`config.mk`:
```
export PLATFORM = sky130hd
export DESIGN_NAME = pcipar_guard
export DESIGN_NICKNAME = d
export VERILOG_FILES = /design/src/rtl/pcipar_pkg.sv /design/src/rtl/pcipar_gen.sv /design/src/rtl/pcipar_chk.sv /design/src/rtl/pcipar_serr.sv /design/src/rtl/pcipar_err.sv /design/src/rtl/pcipar_guard.sv
export SDC_FILE = /design/constraint.sdc
export NUM_CORES = 1
export LEC_CHECK = 0
export ABC_CLOCK_PERIOD_IN_PS = 1550
export BUFFER_PORTS_ARGS = -buffer_cell sky130_fd_sc_hd__clkbuf_2
export CORE_MARGIN = 5
export CORE_UTILIZATION = 45
export DETAILED_ROUTE_END_ITERATION = 16
export PLACE_DENSITY = 0.83
export SYNTH_ARGS = -nofsm -noshare
export SYNTH_HDL_FRONTEND = slang
export SYNTH_HIERARCHICAL = 1
export SYNTH_SLANG_ARGS = --single-unit
```
`constraint.sdc`:
```
create_clock -name clk -period 1.55 [get_ports clk]
set_clock_uncertainty 0.1 [all_clocks]
set_input_delay 0.155 -clock clk [delete_from_list [all_inputs] [get_ports clk]]
set_output_delay 0.155 -clock clk [all_outputs]
set_load 0.005 [all_outputs]
```
`src/rtl/pcipar_pkg.sv`:
```
package pcipar_pkg;

    typedef enum logic [1:0] {
        PH_IDLE = 2'd0,
        PH_ADR  = 2'd1,
        PH_DAT  = 2'd2
    } phase_e;

    // phase captured at the bus edge, judged one edge later
    typedef struct packed {
        phase_e ph;
        logic   mst;
        logic   sel;
        logic   exp_par;
    } cap_t;

    // error handler state
    typedef struct packed {
        logic perr;
        logic stat;
        logic abort;
        logic inhib;
    } err_t;

endpackage

```
`src/rtl/pcipar_gen.sv`:
```
module pcipar_gen #(
    parameter int AD_W  = 32,
    parameter int CBE_W = 4
) (
    input  logic             clk,
    input  logic             rst_n,
    input  logic [AD_W-1:0]  ad,
    input  logic [CBE_W-1:0] cbe,
    input  logic             drive,
    output logic             par,
    output logic             oe
);
    typedef struct packed {
        logic par;
        logic oe;
    } gen_t;

    gen_t gen_d, gen_q;

    always_comb begin
        gen_d     = gen_q;
        gen_d.oe  = drive;
        gen_d.par = drive ? ^{ad, cbe} : gen_q.par;
    end

    always_ff @(posedge clk or negedge rst_n) begin
        if (!rst_n) gen_q <= '0;
        else        gen_q <= gen_d;
    end

    assign par = gen_q.par;
    assign oe  = gen_q.oe;
endmodule

```
`src/rtl/pcipar_chk.sv`:
```
module pcipar_chk
    import pcipar_pkg::*;
#(
    parameter int AD_W  = 32,
    parameter int CBE_W = 4
) (
    input  logic             clk,
    input  logic             rst_n,
    input  logic [AD_W-1:0]  ad,
    input  logic [CBE_W-1:0] cbe,
    input  logic             par_in,
    input  logic             addr_phase,
    input  logic             data_phase,
    input  logic             is_master,
    input  logic             selected,
    output logic             flag,
    output logic             mst_data_err
);
    cap_t cap_d, cap_q;
    logic mismatch, adr_err, dat_err_s, dat_err_m;

    always_comb begin
        cap_d.ph      = addr_phase ? PH_ADR : (data_phase ? PH_DAT : PH_IDLE);
        cap_d.mst     = is_master;
        cap_d.sel     = selected;
        cap_d.exp_par = ^{ad, cbe};
    end

    always_ff @(posedge clk or negedge rst_n) begin
        if (!rst_n) cap_q <= '{ph: PH_IDLE, mst: 1'b0, sel: 1'b0, exp_par: 1'b0};
        else        cap_q <= cap_d;
    end

    // parity for the captured phase arrives one clock later
    always_comb begin
        mismatch  = (cap_q.ph != PH_IDLE) && (par_in != cap_q.exp_par);
        adr_err   = mismatch && (cap_q.ph == PH_ADR) && !cap_q.mst;
        dat_err_s = mismatch && (cap_q.ph == PH_DAT) && !cap_q.mst && cap_q.sel;
        dat_err_m = mismatch && (cap_q.ph == PH_DAT) && cap_q.mst;
    end

    assign flag         = adr_err | dat_err_s | dat_err_m;
    assign mst_data_err = dat_err_m;
endmodule

```
`src/rtl/pcipar_serr.sv`:
```
module pcipar_serr #(
    parameter int LAG = 2
) (
    input  logic clk,
    input  logic rst_n,
    input  logic start,
    input  logic serr_in,
    output logic hit
);
    logic [LAG-1:0] sh_d, sh_q;

    generate
        if (LAG == 1) begin : g_one
            always_comb sh_d = start;
        end else begin : g_many
            always_comb sh_d = {sh_q[LAG-2:0], start};
        end
    endgenerate

    always_ff @(posedge clk or negedge rst_n) begin
        if (!rst_n) sh_q <= '0;
        else        sh_q <= sh_d;
    end

    assign hit = sh_q[LAG-1] & serr_in;
endmodule

```
`src/rtl/pcipar_err.sv`:
```
module pcipar_err
    import pcipar_pkg::*;
(
    input  logic clk,
    input  logic rst_n,
    input  logic flag,
    input  logic mst_data_err,
    input  logic serr_hit,
    input  logic w1c,
    output logic perr,
    output logic stat,
    output logic abort,
    output logic inhib
);
    err_t err_d, err_q;

    always_comb begin
        err_d.perr  = flag;
        err_d.stat  = flag | (err_q.stat & ~w1c);
        err_d.abort = mst_data_err | serr_hit;
        err_d.inhib = err_q.inhib | mst_data_err;
    end

    always_ff @(posedge clk or negedge rst_n) begin
        if (!rst_n) err_q <= '0;
        else        err_q <= err_d;
    end

    assign perr  = err_q.perr;
    assign stat  = err_q.stat;
    assign abort = err_q.abort;
    assign inhib = err_q.inhib;
endmodule

```
`src/rtl/pcipar_guard.sv`:
```
module pcipar_guard #(
    parameter int AD_W     = 32,
    parameter int CBE_W    = 4,
    parameter int SERR_LAG = 2
) (
    input  logic             clk,
    input  logic             rst_n,
    input  logic [AD_W-1:0]  ad_in,
    input  logic [CBE_W-1:0] cbe_in,
    input  logic             par_in,
    input  logic             drive_ad,
    input  logic             is_master,
    input  logic             selected,
    input  logic             addr_phase,
    input  logic             data_phase,
    input  logic             serr_in,
    input  logic             stat_w1c,
    output logic             par_out,
    output logic             par_oe,
    output logic             perr_out,
    output logic             perr_status,
    output logic             abort_req,
    output logic             master_inhibit
);
    logic flag, mst_data_err, serr_hit;

    pcipar_gen #(.AD_W(AD_W), .CBE_W(CBE_W)) u_gen (
        .clk(clk), .rst_n(rst_n), .ad(ad_in), .cbe(cbe_in),
        .drive(drive_ad), .par(par_out), .oe(par_oe)
    );

    pcipar_chk #(.AD_W(AD_W), .CBE_W(CBE_W)) u_chk (
        .clk(clk), .rst_n(rst_n), .ad(ad_in), .cbe(cbe_in), .par_in(par_in),
        .addr_phase(addr_phase), .data_phase(data_phase),
        .is_master(is_master), .selected(selected),
        .flag(flag), .mst_data_err(mst_data_err)
    );

    pcipar_serr #(.LAG(SERR_LAG)) u_serr (
        .clk(clk), .rst_n(rst_n), .start(addr_phase & is_master),
        .serr_in(serr_in), .hit(serr_hit)
    );

    pcipar_err u_err (
        .clk(clk), .rst_n(rst_n), .flag(flag), .mst_data_err(mst_data_err),
        .serr_hit(serr_hit), .w1c(stat_w1c),
        .perr(perr_out), .stat(perr_status), .abort(abort_req), .inhib(master_inhibit)
    );
endmodule

```
==> reports/metrics.cfg, run 1 <==
[yosys]
syn_inst=97
syn_area_sq_um=1040
ys_seq_area_frac=0.313
synth.distinct_cells=15
yosys_warnings=6
synth_seq_cells=13
avgSynthCellArea_sq_um=10.7
synthesis.nets=143

[cts]
cts.sinks=13
cts_tree=done
clkLatencyLatePin_ps=270
htree_levels=1
clk_pin_slew_ps=70
cts_buffers=3
postCtsSetupRepairBufs=0
clock-root-buffer=clkbuf_4
clk_path_buf_depth=2

[global_route]
grt_overflow=0
grt_first_pass_wirelength_mm=3.58
antenna_found_initial=0
grt_pass1_vias=923
grt.total_usage=0.134
grt_max_degree=14

[setup_path]
worstReg2RegStart=u_chk/cap_q[0]
critPathBufInv=1
slowest_delay_ps=420
cpMostUsedCell=xnor2_1
crit_path_start=cbe_in[1]
critical_path_class=primary input to flop
end_kind=flop
arrival_ps=1440
slowest_stage=xnor3_1
critPathLaunchType=primary input
cp.required_ps=1610
crit_chain=clkbuf_2 -> xnor2_1 -> xnor2_1 -> xnor2_1 -> xnor3_1 -> xnor2_1 -> a21oi_1
r2r_slack_ps=410
cp_max_fo=2
worstRegToRegCells=3
worstReg2RegEnd=u_err/inhib
cp_top_family=XOR/XNOR gates

[routing]
ant_nets=0
vias=841
drt_iter0_drc=4
dr.pass1.iters=4
vias_per_cell=4.40
wl_mm=2.04
wl_per_cell_um=10.7
drc=0

[finish]
multi_input_area_sq_um=712
register_area_sq_um=325
insertedDiodeCount=0
nets=210
fill_cells=196
post-route-util=0.657
area_delta_synth_final_pct=39.5
layout-drive-gt1-share=0.368

[floorplan]
pin_count=52
die_area_sq_um=3380
initial_core_util=0.471
die-width_um=58.1
die_y_um=58.1
core_sq_um=2210
num_rows=17

[power]
p_leak_nw=0.669
peakVddDrop_v=0.000567
power.density_nw_per_um2=956
total_power_mw=1.39

[sta]
layout_min_cycle_time_ps=1380
clock.fmax_ghz=0.722
rsz0062_at_grt=no
slew_headroom=0.788
fin_ws_ps=166
hold_violations=0
tightest_slew_ps=318
drv_slew=0
tns_ps=0
min_period_over_period=0.893
setup_violations=0
hold_slack_ps=20.6

[hold_path]
worstHoldEndpoint=u_chk/cap_q[4]
hold_path_depth=2
hp-class=primary input to flop
min-delay-start=data_phase

[placed_design]
place.gp.congestion=0.812
io_buffers=51
hpwl_mm=1.91
dpl_worst_slack_ps=-128

[run]
drv_cap=0

[outcome]
status=finished clean

## sequential cells by signal (all words and copies together), names as in the netlist
signal	count
u_chk/cap_q	5
u_serr/sh_q	2
u_err/abort	1
u_err/inhib	1
u_err/perr	1
u_err/stat	1
u_gen/oe	1
u_gen/par	1
## kinds of logic after synthesis
group                     Yosys count  share of synthesized area
and+or+nand+nor                    10                     0.0529
AOI/OAI and AO/OA                   4                     0.0240
xor gates and xnor gates           69                      0.607
buffers and inverters               1                    0.00360
DFF                                13                      0.312
## cell type report
cell class	instances	share of cell area
Sequential cell	13	0.224
Tap cell	28	0.0241
Inverter	1	0.00258
Timing Repair Buffer	62	0.241
Clock buffer	4	0.0181
Multi-Input combinational cell	83	0.490
## timing repair
item	4_1_cts	5_1_grt
endpoints found under the hold margin	19	0
resized for setup	0	0
hold buffers	5	0
## cell usage in the layout (no fill, tap or decap), drive strengths merged
cell         synthesis  layout
xnor3                2       2
nor2b                2       2
or2                  2       2
dlygate4sd3          0       5
buf                  0       6
inv                  1       1
o21ai                1       1
dfrtp               13      13
nor2                 2       2
a21boi               1       1
xnor2               59      59
xor2                 8       8
nand2                1       1
clkbuf               0      55
and2                 2       2
a21oi                1       1
and3                 1       1
a21o                 1       1
## routing by layer
metal,up-vias,track usage,routed length [um]
li1,434,-,-
met2,39,0.250,1090
met3,0,0.0267,214
met1,368,0.152,736
met4,0,0.0397,0
met5,-,0,0
## worst reg2reg max path, delay by kind of cell, from the launching register on
kind	cells	cell delay, ps
simple gates	2	390
flops	1	370
xor+xnor	1	170
## through the flow
step                instance area [sq um]  std cells
finish                               1450        191
CTS                                  1450        191
floorplan                            1040         97
global placement                     1380        182
detailed placement                   1380        182
global route                         1450        191
## Yosys cell counts
master / n / area, sq um
a21boi_0: 1 / 7.51
xnor3_1: 2 / 45.0
nand2_1: 1 / 3.75
o21ai_0: 1 / 5.00
nor2b_1: 2 / 12.5
a21oi_1: 1 / 5.00
and2_1: 2 / 12.5
xnor2_1: 59 / 517
or2_1: 2 / 12.5
inv_1: 1 / 3.75
xor2_1: 8 / 70.1
nor2_1: 2 / 7.51
and3_1: 1 / 6.26
a21o_1: 1 / 7.51
dfrtp_1: 13 / 325
## power breakdown
part	total, mW	switching, mW	internal (mW)
Combinational	0.754	0.292	0.462
Clock	0.200	0.100	0.0996
Sequential	0.435	0.0275	0.407
## how the worst max path moves through the flow
stage,cells after the start,slack [ps],to
finish,7,170,u_gen/par
CTS,7,150,u_gen/par
global placement,7,-110,u_gen/par
global route,7,90,u_gen/par
detailed placement,7,-130,u_gen/par
floorplan,6,110,u_gen/par
Note: power is estimated with default switching activity, not from simulation.
==> inputs of run 2 (changes only) <==
--- a/config.mk
+++ b/config.mk
@@ -10,7 +10,7 @@
 export CORE_MARGIN = 5
 export CORE_UTILIZATION = 45
 export DETAILED_ROUTE_END_ITERATION = 16
-export PLACE_DENSITY = 0.83
+export PLACE_DENSITY = 0.9
 export SYNTH_ARGS = -nofsm -noshare
 export SYNTH_HDL_FRONTEND = slang
 export SYNTH_HIERARCHICAL = 1
==> run 2 against run 1 <==
  * Non-clock buffer count decreased by 1
  * Highest routed layer unchanged
  * Global-route usage is 0.26 points higher
  * Sequential share of layout area rose by 0.12 points
  * Critical path type unchanged
==> reports/metrics.cfg, run 2 (same netlist as run 1, synthesis figures left out) <==
[global_route]
grt_first_pass_wirelength_mm=3.64  ; +1.5%
grt.total_usage=0.137  ; +0.00258
grt_overflow=0  ; unchanged
antenna_found_initial=0  ; unchanged
grt_max_degree=14  ; unchanged
grt_pass1_vias=952  ; +3.1%

[floorplan]
core_sq_um=2210  ; unchanged
die_y_um=58.1  ; unchanged
num_rows=17  ; unchanged
die-width_um=58.1  ; unchanged
die_area_sq_um=3380  ; unchanged
pin_count=52  ; unchanged
initial_core_util=0.471  ; unchanged

[routing]
wl_per_cell_um=11.1  ; +4.1%
ant_nets=0  ; unchanged
drt_iter0_drc=9  ; +5
vias=842  ; +0.12%
drc=0  ; unchanged
vias_per_cell=4.43  ; +0.65%
wl_mm=2.11  ; +3.6%
dr.pass1.iters=3  ; -1

[setup_path]
crit_path_start=ad_in[6]
cp.required_ps=1600  ; about the same
cpMostUsedCell=xnor2_1
critPathBufInv=1  ; unchanged
crit_chain=clkbuf_2 -> xor2_1 -> xnor2_1 -> xnor2_1 -> xnor3_1 -> xnor2_1 -> a21oi_1
cp_top_family=XOR/XNOR gates
end_kind=flop
slowest_delay_ps=370  ; -50 ps
worstReg2RegStart=u_chk/cap_q[0]
critPathLaunchType=primary input
slowest_stage=xnor3_1
critical_path_class=primary input to flop
arrival_ps=1430  ; about the same
cp_max_fo=2  ; unchanged

[cts]
clk_path_buf_depth=2  ; unchanged
cts.sinks=13  ; unchanged
clock-root-buffer=clkbuf_4
htree_levels=1  ; unchanged
cts_tree=done
clk_pin_slew_ps=70  ; about the same
clkLatencyLatePin_ps=260  ; about the same
cts_buffers=3  ; unchanged

[placed_design]
io_buffers=51  ; unchanged
hpwl_mm=1.91  ; about the same
place.gp.congestion=0.742  ; -8.7%
place_inst=181  ; -0.55%
placed_area_sq_um=1370  ; -0.55%
dpl_worst_slack_ps=-140  ; -12.6 ps

[finish]
largest_registers=u_chk/cap_q: 5 flops, u_serr/sh_q: 2 flops
layout-drive-gt1-share=0.364  ; -0.00390
stdcell_area_sq_um=1450  ; -0.52%
fin_cells=190  ; -0.52%
fill_cells=192  ; -2.0%
final_cell_mix=xnor2_1 (59), clkbuf_2 (51), dfrtp_1 (13), xor2_1 (8)
nets=209  ; -0.48%
largest_reg_flops=5  ; unchanged
final_common_cell=xnor2_1
insertedDiodeCount=0  ; unchanged
top_register=u_chk/cap_q
area_delta_synth_final_pct=38.8

[sta]
clock.fmax_ghz=0.728  ; +0.77%
setup_violations=0  ; unchanged
layout_min_cycle_time_ps=1370  ; -10.6 ps
rsz0062_at_grt=no
slew_headroom=0.796  ; +0.00822
hold_violations=0  ; unchanged
drv_slew=0  ; unchanged
fin_ws_ps=176  ; +10.6 ps
tightest_slew_ps=306  ; -12.3 ps
min_period_over_period=0.886  ; -0.00681

[hold_path]
hp-class=primary input to flop
min-delay-start=data_phase

[power]
power.density_nw_per_um2=959  ; +0.32%
p_leak_nw=0.665  ; -0.72%
peakVddDrop_v=0.000552  ; -2.7%

[run]
drv_cap=0  ; unchanged

[outcome]
status=finished clean

run 2: where the power goes:
group | switching (mW) | internal (mW)
registers | 0.0272 | 0.407
logic | 0.295 | 0.461
clock network | 0.0964 | 0.0995
run 2: final cells by class:
| type | instances | area [sq um] | area share |
|---|---|---|---|
| Tap cell | 28 | 35.0 | 0.0242 |
| Sequential cell | 13 | 325 | 0.225 |
| Inverter | 1 | 3.75 | 0.00260 |
| Clock buffer | 4 | 26.3 | 0.0182 |
| Timing Repair Buffer | 61 | 343 | 0.237 |
| Multi-Input combinational cell | 83 | 712 | 0.493 |
run 2: metal layers:
metal / track usage / wire length [um]
met1: 0.141 / 766
met2: 0.285 / 1190
met3: 0.0156 / 156
met4: 0.0298 / 0
met5: 0 / 0
run 2: final timing paths:
path | slack [ps] | endpoint | cells past startpoint
setup / recovery | 180 | u_gen/par | 7
hold / removal | 20 | u_chk/cap_q[4] | 2
setup reg to reg | 400 | u_err/inhib | 3
hold reg to reg | 260 | u_serr/sh_q[1] | 0
max in group asynchronous | 900 | u_chk/cap_q[3] | 2
min in group asynchronous | 220 | u_chk/cap_q[1] | 2
run 2: repair_timing:
item | in CTS | in global routing
setup buffers | 0 | 0
hold endpoints to repair | 19 | 0
resized for setup | 0 | 0
hold buffers | 5 | 0
setup endpoints to repair | 0 | 0
run 2: per-stage QoR:
step | hold slack (ps) | util | power [mW] | TNS, ps
global route | 10.5 | 0.653 | 1.49 | 0
detailed placement | -43.4 | 0.619 | 1.20 | -204
global placement | -50.5 | 0.619 | 1.17 | -57.7
CTS | 10.9 | 0.653 | 1.41 | 0
floorplan | -241 | - | 0.989 | 0
finish | 15.9 | 0.653 | 1.39 | 0
run 2: worst register-to-register path, stage by stage, from the launching register on:
cell and delay, ps:
dfrtp_1 370, xor2_1 170, and3_1 170, or2_1 220
